$ cat src/rtl/unw_pkg.sv
package unw_pkg;
  typedef enum logic [2:0] {
    ST_IDLE = 3'd0,
    ST_FMT  = 3'd1,
    ST_PC   = 3'd2,
    ST_DONE = 3'd3,
    ST_SWAP = 3'd4
  } unw_state_e;

  localparam int unsigned LONG_BYTES = 4;
endpackage

$ cat src/rtl/unw_rd_port.sv
// Single-outstanding read requester: request and address held until acknowledged.
module unw_rd_port #(
  parameter int unsigned AW = 32,
  parameter int unsigned DW = 32
) (
  input  logic          clk,
  input  logic          rst,
  input  logic          issue_i,
  input  logic [AW-1:0] issue_addr_i,
  input  logic          rd_ack_i,
  input  logic [DW-1:0] rd_data_i,
  output logic          rd_req_o,
  output logic [AW-1:0] rd_addr_o,
  output logic          beat_o,
  output logic [DW-1:0] beat_data_o
);
  assign beat_o      = rd_req_o & rd_ack_i;
  assign beat_data_o = rd_data_i;

  always_ff @(posedge clk) begin
    if (rst) begin
      rd_req_o  <= 1'b0;
      rd_addr_o <= '0;
    end else if (issue_i) begin
      rd_req_o  <= 1'b1;
      rd_addr_o <= issue_addr_i;
    end else if (beat_o) begin
      rd_req_o  <= 1'b0;
    end
  end
endmodule

$ cat src/rtl/unw_frame_dec.sv
// Pure decode of the format word: status value and repaired, popped stack pointer.
module unw_frame_dec #(
  parameter int unsigned AW          = 32,
  parameter int unsigned DW          = 32,
  parameter int unsigned SR_W        = 16,
  parameter int unsigned ALIGN_LSB   = 28,
  parameter int unsigned ALIGN_W     = 2,
  parameter int unsigned FRAME_BYTES = 8
) (
  input  logic [AW-1:0]   sp_i,
  input  logic [DW-1:0]   fmt_i,
  output logic [SR_W-1:0] sr_o,
  output logic [AW-1:0]   sp_o
);
  localparam int unsigned PAD_W = AW - ALIGN_W;

  logic [ALIGN_W-1:0] skew;
  logic [AW-1:0]      sp_fixed;

  assign skew     = fmt_i[ALIGN_LSB +: ALIGN_W];
  assign sp_fixed = sp_i | {{PAD_W{1'b0}}, skew};
  assign sp_o     = sp_fixed + AW'(FRAME_BYTES);
  assign sr_o     = fmt_i[SR_W-1:0];
endmodule

$ cat src/rtl/frame_unwinder.sv
module frame_unwinder #(
  parameter int unsigned AW          = 32,
  parameter int unsigned DW          = 32,
  parameter int unsigned SR_W        = 16,
  parameter int unsigned ALIGN_LSB   = 28,
  parameter int unsigned ALIGN_W     = 2,
  parameter int unsigned FRAME_BYTES = 8
) (
  input  logic            clk,
  input  logic            rst,
  input  logic            start_i,
  input  logic [AW-1:0]   sp_i,
  output logic            rd_req_o,
  output logic [AW-1:0]   rd_addr_o,
  input  logic            rd_ack_i,
  input  logic [DW-1:0]   rd_data_i,
  output logic            busy_o,
  output logic            done_o,
  output logic [AW-1:0]   pc_o,
  output logic [SR_W-1:0] sr_o,
  output logic [AW-1:0]   sp_o,
  output logic            stk_switch_o
);
  import unw_pkg::*;

  localparam logic [AW-1:0] PC_OFS = AW'(LONG_BYTES);

  unw_state_e     state_q;
  logic [AW-1:0]  sp_q;
  logic [DW-1:0]  fmt_q;
  logic           issue;
  logic [AW-1:0]  issue_addr;
  logic           beat;
  logic [DW-1:0]  beat_data;
  logic [SR_W-1:0] dec_sr;
  logic [AW-1:0]  dec_sp;

  // Request launch: frame word on accepted start, return PC right after it.
  always_comb begin
    issue      = 1'b0;
    issue_addr = sp_q + PC_OFS;
    if (state_q == ST_IDLE && start_i) begin
      issue      = 1'b1;
      issue_addr = sp_i;
    end else if (state_q == ST_FMT && beat) begin
      issue      = 1'b1;
    end
  end

  unw_rd_port #(.AW(AW), .DW(DW)) u_port (
    .clk          (clk),
    .rst          (rst),
    .issue_i      (issue),
    .issue_addr_i (issue_addr),
    .rd_ack_i     (rd_ack_i),
    .rd_data_i    (rd_data_i),
    .rd_req_o     (rd_req_o),
    .rd_addr_o    (rd_addr_o),
    .beat_o       (beat),
    .beat_data_o  (beat_data)
  );

  unw_frame_dec #(
    .AW(AW), .DW(DW), .SR_W(SR_W), .ALIGN_LSB(ALIGN_LSB),
    .ALIGN_W(ALIGN_W), .FRAME_BYTES(FRAME_BYTES)
  ) u_dec (
    .sp_i  (sp_q),
    .fmt_i (fmt_q),
    .sr_o  (dec_sr),
    .sp_o  (dec_sp)
  );

  assign busy_o = (state_q != ST_IDLE);

  always_ff @(posedge clk) begin
    if (rst) begin
      state_q      <= ST_IDLE;
      sp_q         <= '0;
      fmt_q        <= '0;
      pc_o         <= '0;
      sr_o         <= '0;
      sp_o         <= '0;
      done_o       <= 1'b0;
      stk_switch_o <= 1'b0;
    end else begin
      done_o       <= 1'b0;
      stk_switch_o <= 1'b0;
      unique case (state_q)
        ST_IDLE: if (start_i) begin
          sp_q    <= sp_i;
          state_q <= ST_FMT;
        end
        ST_FMT: if (beat) begin
          fmt_q   <= beat_data;
          state_q <= ST_PC;
        end
        ST_PC: if (beat) begin
          pc_o    <= beat_data;
          sr_o    <= dec_sr;
          sp_o    <= dec_sp;
          done_o  <= 1'b1;
          state_q <= ST_DONE;
        end
        ST_DONE: begin
          stk_switch_o <= 1'b1;
          state_q      <= ST_SWAP;
        end
        ST_SWAP: state_q <= ST_IDLE;
        default: state_q <= ST_IDLE;
      endcase
    end
  end
endmodule

$ cat config.mk
export PLATFORM = sky130hd
export DESIGN_NAME = frame_unwinder
export DESIGN_NICKNAME = d
export VERILOG_FILES = /design/src/rtl/unw_pkg.sv /design/src/rtl/unw_rd_port.sv /design/src/rtl/unw_frame_dec.sv /design/src/rtl/frame_unwinder.sv
export SDC_FILE = /design/constraint.sdc
export NUM_CORES = 1
export LEC_CHECK = 0
export BUFFER_PORTS_ARGS = -buffer_cell sky130_fd_sc_hd__buf_2
export CORE_MARGIN = 4
export CORE_UTILIZATION = 49
export CTS_BUF_LIST = sky130_fd_sc_hd__clkbuf_16
export DETAILED_ROUTE_END_ITERATION = 8
export PLACE_DENSITY = 0.8
export SYNTH_ARGS = -nofsm -noshare
export SYNTH_HDL_FRONTEND = slang
export SYNTH_HIERARCHICAL = 1
export SYNTH_SLANG_ARGS = --single-unit
$ cat constraint.sdc
create_clock -name clk -period 2.3 [get_ports clk]
set_clock_uncertainty 0.05 [all_clocks]
set_input_delay 0.115 -clock clk [delete_from_list [all_inputs] [get_ports clk]]
set_output_delay 0.115 -clock clk [all_outputs]
set_load 0.1 [all_outputs]
==> metrics.cfg, run 1 <==
[outcome]
status=finished, final reports clean

[clock_network]
cts_buffers=17
ctsHoldBuffers=66
ctsResizeCount=0
clock_sinks=168
clkLatencyLatePin_ns=0.42
cts_max_path_buffers=2
post-cts-setup-buffers=0
root_buffer=clkbuf_16
cts_tree=done
htreeDepth=4
clkTransAtPathRegs_ns=0.07

[synthesis]
synth_warnings=6
synth_fp_nets=1023
syn_area_sq_um=7570
syn_avg_cell_area_sq_um=7.943
syn_inst=953

[cells_and_area]
num-fill-cells=1253
regArea_sq_um=3364
areaGrowthSynthToFinish_pct=27.98
antenna_cells=0
finalNonFillerCells=1350
final_area_sq_um=9688
layout-drive-gt1-share_pct=24.10
multiInputGateArea_sq_um=3510
final_cell_mix=284 x nand2_1, 182 x buf_2, 167 x dfxtp_1, 131 x a21oi_1, 66 x dlygate4sd3_1
final_common_cell=nand2_1
fin_nets=1219

[setup_path]
rr_endpoint=u_port/rd_addr_o[30]
endpoint_kind=flop
r2r_start=sp_q[3]
crit_cells=8
cp_cell_sequence=ha_1 > nand3_1 > or4_4 > nor4_4 > xnor2_1 > o21ai_2 > mux2i_1 > nor2_1
critical_path_class=reg -> reg
r2r_slack_ns=0.21
cp.required_ns=2.56
critical_path.max_fanout=5
start_kind=flop
crit_buf_inv=0
ff2ff_path_depth=8
cp_slowest_stage_delay_ns=0.55
cp_slowest_cell=or4_4
cp.arrival_ns=2.35
cpLargestDelayFamily=simple AND/OR/NAND/NOR gates

[floorplanning]
num_rows=45
die_y_microns=132.3
ios=184
start_util_pct=49.98
die_x_microns=132.3
die_area_sq_um=17500
coreArea_sq_um=15150

[placed_design]
dpl_cell_area_sq_um=8444
placed_cells=1252
place.detailed.hpwl_mm=13.23
pre_cts_ws_ns=0.2156
routabilityCongestion=0.8652
portBuffers=183

[power]
p_per_area_nw_per_um2=703.8
p_int_uw=4847
clkPwrFrac_pct=41.2
seqPwrFrac_pct=44.8
peakVddDrop_mv=0.4856
switchingPower_uw=1972
power_frac_comb_pct=14.0
switching_share_pct=28.92
leakagePower_uw=0.004098

[min_path]
hold_path_depth=2
min_from=rst
hold_end=pc_o[12]
hold_path.class=in -> reg

[global_routing]
antenna_found_initial=0
track_usage_pct=22.68
grt_pass1_wl_mm=32.83
grt_max_degree=62
overflow=0
grt_pass1_vias=6742

[route]
ant_nets=0
first_pass_iters=5
route.detailed.drc=0
drt_iter0_markers=509
drt-total-wl_mm=20.23
vias=7057
wl_per_cell_microns=14.98
vias_per_cell=5.227

[sta]
fin_crit_ns=2.090
max_freq_mhz=478.6
finalHoldViolCount=0
setup_violations=0
rsz0062_at_grt=false
report.final.slew_viol_count=0
setup_ws_ns=0.2104
setup_tns_ns=0
maxSlewHeadroom_pct=63.91
worst_pin_slew_ns=0.5373
fin_crit_sh_pct=90.85

[run]
drv_cap=0

## worst max-delay path by stage
stage / startpoint / endpoint
after floorplan: u_port/rd_req_o / u_port/rd_addr_o[10]
after global placement: sp_q[10] / u_port/rd_addr_o[28]
after detailed placement: sp_q[10] / u_port/rd_addr_o[30]
after CTS: sp_q[10] / u_port/rd_addr_o[30]
after global routing: sp_q[3] / u_port/rd_addr_o[26]
final: sp_q[3] / u_port/rd_addr_o[30]
## area by class of cell
type	instances	share of cell area, %
sequential	168	34.73
clock buffer	17	4.391
clock inverter	15	1.627
multi-input combinational	661	36.23
timing repair buffer	288	20.10
tap	188	2.428
inverter	13	0.5037
## metrics by stage
stage,total power (uW),hold slack [ns],utilization [%]
after floorplan,3792,0.2169,-
after global placement,3959,0.3056,55.75
after detailed placement,3966,0.3116,55.75
after CTS,6853,0.01692,63.97
after global routing,7063,0.03293,63.97
final,6819,0.03282,63.97
## flip-flops by register name, summed over array words and instances, names as in the netlist
name,count
sp_o,32
u_port/rd_req_o,1
done_o,1
fmt_q,18
u_port/rd_addr_o,32
sr_o,16
state_q,3
stk_switch_o,1
sp_q,32
pc_o,32
## power by group through the flow
| stage | logic [uW] | registers, uW | clock network, uW |
|---|---|---|---|
| 6_report | 952 | 3060 | 2810 |
| 5_1_grt | 1010 | 3060 | 2990 |
| 4_1_cts | 940 | 3050 | 2860 |
| 3_5_place_dp | 848 | 3120 | 0 |
| 3_3_place_gp | 843 | 3120 | 0 |
| 2_1_floorplan | 401 | 3390 | 0 |
## worst register-to-register path, stage by stage, from the launching register on
cell and delay, ns:
dfxtp_1 0.34, ha_1 0.19, nand3_1 0.12, or4_4 0.55
nor4_4 0.30, xnor2_1 0.17, o21ai_2 0.07, mux2i_1 0.14
nor2_1 0.05
## routing by layer
layer / global-route usage [%] / vias up / routed length (microns)
li1: - / 3483 / -
met1: 28.84 / 3244 / 8591
met2: 35.97 / 263 / 9484
met3: 5.153 / 67 / 1276
met4: 12.12 / 0 / 874
met5: 0 / - / 0
(Power assumes the default switching activity.)
==> inputs of run 2 (changes only) <==
clock period = 1.9 ns   (was 2.3 ns; I/O delays follow)
==> run 2 against run 1 <==
The flow now finishes with violations (setup timing). Count of clock-buffer cells in the layout stayed put. Maximum frequency is 0.82% higher. Sequential share of layout area is 2.3 points lower. Wire length increased by 19%. Non-clock buffer count is 58 higher. Die area unchanged. Sequential power rose by 21%. Worst hold slack better by 0.036 ns. Combinational power increased by 37%. Core utilization up 5.4 points. Setup slack worse by 0.38 ns.
==> metrics.cfg, run 2 (synthesized netlist as in run 1, its figures left out) <==
[outcome]
status=complete, but fails checks
failed_checks=setup timing

[setup_path]
r2r_start=sp_q[15]
cp_common_cell=buf_4
cp_slowest_stage_delay_ns=0.37  ; -0.18 ns
r2r_slack_ns=-0.17  ; -0.38 ns
crit_cells=10  ; +2
rr_endpoint=u_port/rd_addr_o[17]
cp.arrival_ns=2.36  ; about the same
crit_start=sp_q[15]
endpoint_kind=flop
ff2ff_path_depth=10  ; +2
critical_path.max_fanout=4  ; -1
crit_buf_inv=3  ; +3
cp.required_ns=2.19  ; -0.37 ns
critical_path_class=reg -> reg
start_kind=flop
cp_cell_sequence=nand2_1 > buf_4 > nor4_4 > buf_4 > buf_6 > nand2_2 > xor2_1 > o21ai_1 > mux2i_1 > nor2_1
cpLargestDelayFamily=simple AND/OR/NAND/NOR gates
endpoint=u_port/rd_addr_o[17]
cp_slowest_cell=dfxtp_2

[clock_network]
clkLatencyLatePin_ns=0.42  ; about the same
root_buffer=clkbuf_16
cts_buffers=17  ; unchanged
htreeDepth=4  ; unchanged
clkTransAtPathRegs_ns=0.07  ; about the same
cts_tree=done
cts_max_path_buffers=2  ; unchanged
clock_sinks=168  ; unchanged

[floorplanning]
ios=184  ; unchanged
coreArea_sq_um=15150  ; unchanged
num_rows=45  ; unchanged
die_x_microns=132.3  ; unchanged
die_area_sq_um=17500  ; unchanged
start_util_pct=49.98  ; unchanged
die_y_microns=132.3  ; unchanged

[global_routing]
grt_pass1_wl_mm=36.17  ; +10%
grt_max_degree=69  ; +11%
track_usage_pct=25.24  ; +2.6 points
antenna_found_initial=0  ; unchanged
overflow=0  ; unchanged
grt_pass1_vias=7253  ; +7.6%

[sta]
report.final.slew_viol_count=0  ; unchanged
fin_crit_ns=2.073  ; -0.01692 ns
maxSlewHeadroom_pct=65.03  ; +1.1 points
setup_ws_ns=-0.1727  ; -0.3831 ns
max_freq_mhz=482.5  ; +0.82%
setup_tns_ns=-1.158  ; -1.158 ns
fin_crit_sh_pct=109.1  ; +18 points
setup_violations=19  ; +19
rsz0062_at_grt=true
finalHoldViolCount=0  ; unchanged
worst_pin_slew_ns=0.5282  ; -0.009117 ns

[run]
drv_cap=0  ; unchanged

[cells_and_area]
final_cell_mix=281 x nand2_1, 182 x buf_2, 148 x dfxtp_1, 126 x a21oi_1, 77 x buf_4
areaGrowthSynthToFinish_pct=38.79
num-fill-cells=1092  ; -13%
layout-drive-gt1-share_pct=32.05  ; +8.0 points
fin_nets=1277  ; +4.8%
final_area_sq_um=10510  ; +8.4%
antenna_cells=0  ; unchanged
final_common_cell=nand2_1

[route]
drt_iter0_markers=637  ; +25%
drt-total-wl_mm=24.05  ; +19%
first_pass_iters=7  ; +2
vias=7619  ; +8.0%
vias_per_cell=5.411  ; +3.5%
ant_nets=0  ; unchanged
route.detailed.drc=0  ; unchanged
wl_per_cell_microns=17.08  ; +14%

[min_path]
hold_path.class=in -> reg

[power]
switchingPower_uw=2419  ; +23%
seqPwrFrac_pct=43.7  ; -1.1 points
peakVddDrop_mv=0.5941  ; +22%
clkPwrFrac_pct=40.9  ; -0.3 points
power_frac_comb_pct=15.4  ; +1.4 points
leakagePower_uw=0.004596  ; +12%
p_int_uw=6056  ; +25%
p_per_area_nw_per_um2=806.7  ; +15%
switching_share_pct=28.54  ; -0.38 points

[placed_design]
dpl_cell_area_sq_um=8793  ; +4.1%
routabilityCongestion=0.8810  ; +1.8%
place.detailed.hpwl_mm=14.51  ; +9.7%
portBuffers=183  ; unchanged

-- run 2: cell count changes in the layout (fill, tap and decap cells not counted), moves of 4 or more --
cell	previous run	this run
nor3_1	14	7
buf_6	0	11
a21oi_2	0	5
dfxtp_4	0	7
o21ai_0	26	15
dfxtp_2	1	13
dfxtp_1	167	148
nor3_4	0	6
buf_4	34	77
nor2_1	46	42
a21oi_1	131	126
o21ai_1	0	10
buf_12	6	10
nand3_1	17	13
-- run 2: timing repair --
action / in CTS / in global routing
gates resized for setup: 27 / 56
hold buffers: 66 / 0
endpoints found under the setup margin: 23 / 39
hold endpoints to repair: 92 / 0
pin swaps: 9 / 36
buffers inserted: 7 / 16
-- run 2: worst min path at each step --
stage / cells after the start / end / from / slack, ns
after floorplan: 2 / sp_q[2] / sp_i[2] / 0.19
after global placement: 3 / pc_o[30] / rd_data_i[30] / 0.28
after detailed placement: 3 / pc_o[25] / rd_data_i[25] / 0.29
after CTS: 2 / u_port/rd_addr_o[27] / rst / 0.05
after global routing: 2 / u_port/rd_addr_o[30] / rst / 0.07
final: 2 / u_port/rd_addr_o[27] / rst / 0.07
-- run 2: area by class of cell --
class	instances	area, sq um	share of cell area [%]
multi-input cells	661	3751	35.70
flip-flops and latches	168	3406	32.42
inverters	13	48.80	0.4645
repair buffers	346	2474	23.54
well taps	188	235.2	2.239
clock buffers	17	425.4	4.049
clock inverters	15	166.4	1.584
-- run 2: per-stage QoR --
| step | hold slack (ns) | cells | total power [uW] | util, % | worst slack [ns] |
|---|---|---|---|---|---|
| after floorplan | 0.1866 | 953 | 4596 | - | -0.1706 |
| after global placement | 0.2845 | 1289 | 4863 | 58.06 | -0.09593 |
| after detailed placement | 0.2924 | 1289 | 4879 | 58.06 | -0.1445 |
| after CTS | 0.05495 | 1394 | 8436 | 67.24 | -0.09053 |
| after global routing | 0.07209 | 1408 | 8757 | 69.37 | -0.2326 |
| final | 0.06930 | 1408 | 8475 | 69.37 | -0.1727 |
-- run 2: metal layers --
metal	track usage, %	vias to the layer above	wire length (microns)
met1	30.15	3538	9465
met5	0	-	0
met3	6.985	99	1872
met2	42.08	369	11570
met4	12.12	0	1135
li1	-	3613	-
-- run 2: power groups by stage --
| stage | logic (uW) | clock network [uW] | registers, uW |
|---|---|---|---|
| 4_1_cts | 1230 | 3510 | 3700 |
| 5_1_grt | 1370 | 3680 | 3710 |
| 3_5_place_dp | 1100 | 0 | 3780 |
| 3_3_place_gp | 1090 | 0 | 3770 |
| 6_report | 1300 | 3470 | 3710 |
| 2_1_floorplan | 489 | 0 | 4110 |
==> inputs of run 3 (changes only) <==
HOLD_SLACK_MARGIN = 0.08   (was default)
==> run 3 against run 2 <==
The flow still finishes with violations (setup timing). Non-clock buffer count is 1 higher. Count of clock-buffer cells in the layout stayed put. Sequential cell count unchanged. Global-route usage grew 0.056 points. Maximum frequency decreased by 1.4%. Combinational power about the same. Sequential share of layout area shrank 0.058 points. Setup slack lost 0.029 ns. Via count shrank 0.67%. Power hardly changed. Core utilization rose by 0.12 points. Wire length up 0.43%.
==> metrics.cfg, run 3 (synthesized netlist as in run 1, its figures left out) <==
[setup_path]
endpoint_kind=flop
critical_path.max_fanout=4  ; unchanged
critical_path_class=reg -> reg
rr_endpoint=u_port/rd_addr_o[17]
r2r_slack_ns=-0.20  ; -0.03 ns
cp.arrival_ns=2.38  ; +0.02 ns
r2r_start=sp_q[15]
start_kind=flop
ff2ff_path_depth=10  ; unchanged
cp.required_ns=2.18  ; about the same
endpoint=u_port/rd_addr_o[17]
crit_start=sp_q[15]

[floorplanning]
coreArea_sq_um=15150  ; unchanged
start_util_pct=49.98  ; unchanged
die_x_microns=132.3  ; unchanged
num_rows=45  ; unchanged
die_area_sq_um=17500  ; unchanged
ios=184  ; unchanged
die_y_microns=132.3  ; unchanged

[sta]
setup_tns_ns=-1.167  ; -0.008470 ns
finalHoldViolCount=0  ; unchanged
worst_pin_slew_ns=0.5379  ; +0.009655 ns
setup_violations=18  ; -1
setup_ws_ns=-0.2021  ; -0.02936 ns
max_freq_mhz=475.7  ; -1.4%
report.final.slew_viol_count=0  ; unchanged
fin_crit_ns=2.102  ; +0.02936 ns
fin_crit_sh_pct=110.6  ; +1.5 points
maxSlewHeadroom_pct=64.39  ; -0.64 points
whs_ns=0.4006  ; +0.3313 ns
rsz0062_at_grt=true

[clock_network]
clkLatencyLatePin_ns=0.42  ; about the same
cts_buffers=17  ; unchanged
clkTransAtPathRegs_ns=0.07  ; about the same
cts_tree=done
root_buffer=clkbuf_16
htreeDepth=4  ; unchanged
clock_sinks=168  ; unchanged
cts_max_path_buffers=2  ; unchanged

[power]
power_frac_comb_pct=15.4  ; about the same
clkPwrFrac_pct=40.9  ; about the same
peakVddDrop_mv=0.5915  ; -0.43%
seqPwrFrac_pct=43.7  ; about the same
switching_share_pct=28.56  ; about the same
switchingPower_uw=2421  ; about the same
p_per_area_nw_per_um2=805.4  ; -0.15%
leakagePower_uw=0.004601  ; +0.10%
p_int_uw=6057  ; about the same
power.total_uw=8477  ; about the same

[global_routing]
track_usage_pct=25.29  ; +0.056 points
grt_pass1_vias=7271  ; +0.25%
antenna_found_initial=0  ; unchanged
overflow=0  ; unchanged
grt_max_degree=69  ; unchanged
grt_pass1_wl_mm=36.25  ; +0.23%

[min_path]
min_from=sr_o[0]
hold_path.class=reg -> reg

[route]
vias=7568  ; -0.67%
vias_per_cell=5.371  ; -0.74%
drt_iter0_markers=670  ; +5.2%
drt-total-wl_mm=24.15  ; +0.43%
wl_per_cell_microns=17.14  ; +0.36%
ant_nets=0  ; unchanged
first_pass_iters=5  ; -2
route.detailed.drc=0  ; unchanged

[cells_and_area]
num-fill-cells=1090  ; -0.18%
layout-drive-gt1-share_pct=32.19  ; +0.14 points
final_common_cell=nand2_1
fin_nets=1278  ; +0.078%
final_cell_mix=281 x nand2_1, 182 x buf_2, 148 x dfxtp_1, 125 x a21oi_1, 76 x buf_4
areaGrowthSynthToFinish_pct=39.04
antenna_cells=0  ; unchanged
fin_util_pct=69.49  ; +0.12 points

[run]
drv_cap=0  ; unchanged

[placed_design]
place.detailed.hpwl_mm=14.51  ; unchanged
portBuffers=183  ; unchanged
pre_cts_ws_ns=-0.1445  ; unchanged
routabilityCongestion=0.8810  ; unchanged

[outcome]
status=complete, but fails checks
failed_checks=setup timing

-- run 3: cell count changes in the layout (fill, tap and decap cells not counted) --
cell and delta:
and2_4 -1, and2_2 +1, o21ai_1 -1, o21ai_0 +1, a21oi_2 +1, a21oi_1 -1, buf_4 -1, buf_6 +1
nor2_2 +1, nor2_1 -1, dlygate4sd3_1 +1
-- run 3: worst max-delay path, stage by stage (launching register included) --
cell and delay, ns:
dfxtp_2 0.36, nand2_1 0.11, buf_4 0.17, nor4_4 0.28
buf_4 0.19, buf_6 0.10, nand2_2 0.04, xor2_1 0.16
o21ai_1 0.22, mux2i_1 0.11, nor2_1 0.21
-- run 3: worst min path at each step --
| stage | slack (ns) | cells past startpoint | endpoint |
|---|---|---|---|
| after floorplan | 0.19 | 2 | sp_q[2] |
| after global placement | 0.28 | 3 | pc_o[30] |
| after detailed placement | 0.29 | 3 | pc_o[25] |
| after CTS | 0.39 | 4 | pc_o[25] |
| after global routing | 0.41 | 4 | fmt_q[11] |
| final | 0.40 | 2 | sr_o[0] |
-- run 3: timing repair --
action / in CTS / in global routing
setup buffers: 7 / 16
hold buffers: 67 / 0
pin swaps: 9 / 38
resized for setup: 27 / 57
setup endpoints to repair: 23 / 39
hold endpoints to repair: 119 / 0
-- run 3: per-stage QoR --
| step | instances | cell area (sq um) |
|---|---|---|
| after floorplan | 953 | 7700 |
| after global placement | 1289 | 8793 |
| after detailed placement | 1289 | 8793 |
| after CTS | 1395 | 10190 |
| after global routing | 1409 | 10530 |
| final | 1409 | 10530 |
-- run 3: final cells by class --
class	instances	area [sq um]	share of cell area [%]
timing repair buffer	347	2487	23.63
clock inverter	15	166.4	1.581
multi-input combinational	661	3756	35.69
inverter	13	48.80	0.4636
sequential	168	3406	32.36
tap	188	235.2	2.235
clock buffer	17	425.4	4.042
-- run 3: per-layer routing --
layer  up-vias  wire [microns]  track usage [%]
met5         -               0                0
met4         0            1082            12.12
met3        90            1819            6.947
met2       360           11710            42.27
met1      3518            9538            30.17
li1       3600               -                -
-- run 3: power by group through the flow --
stage	sequential (uW)	combinational (uW)	clock [uW]
after floorplan	4110	489	0
after global placement	3770	1090	0
after detailed placement	3780	1100	0
after CTS	3700	1230	3510
after global routing	3710	1370	3680
final	3710	1300	3470
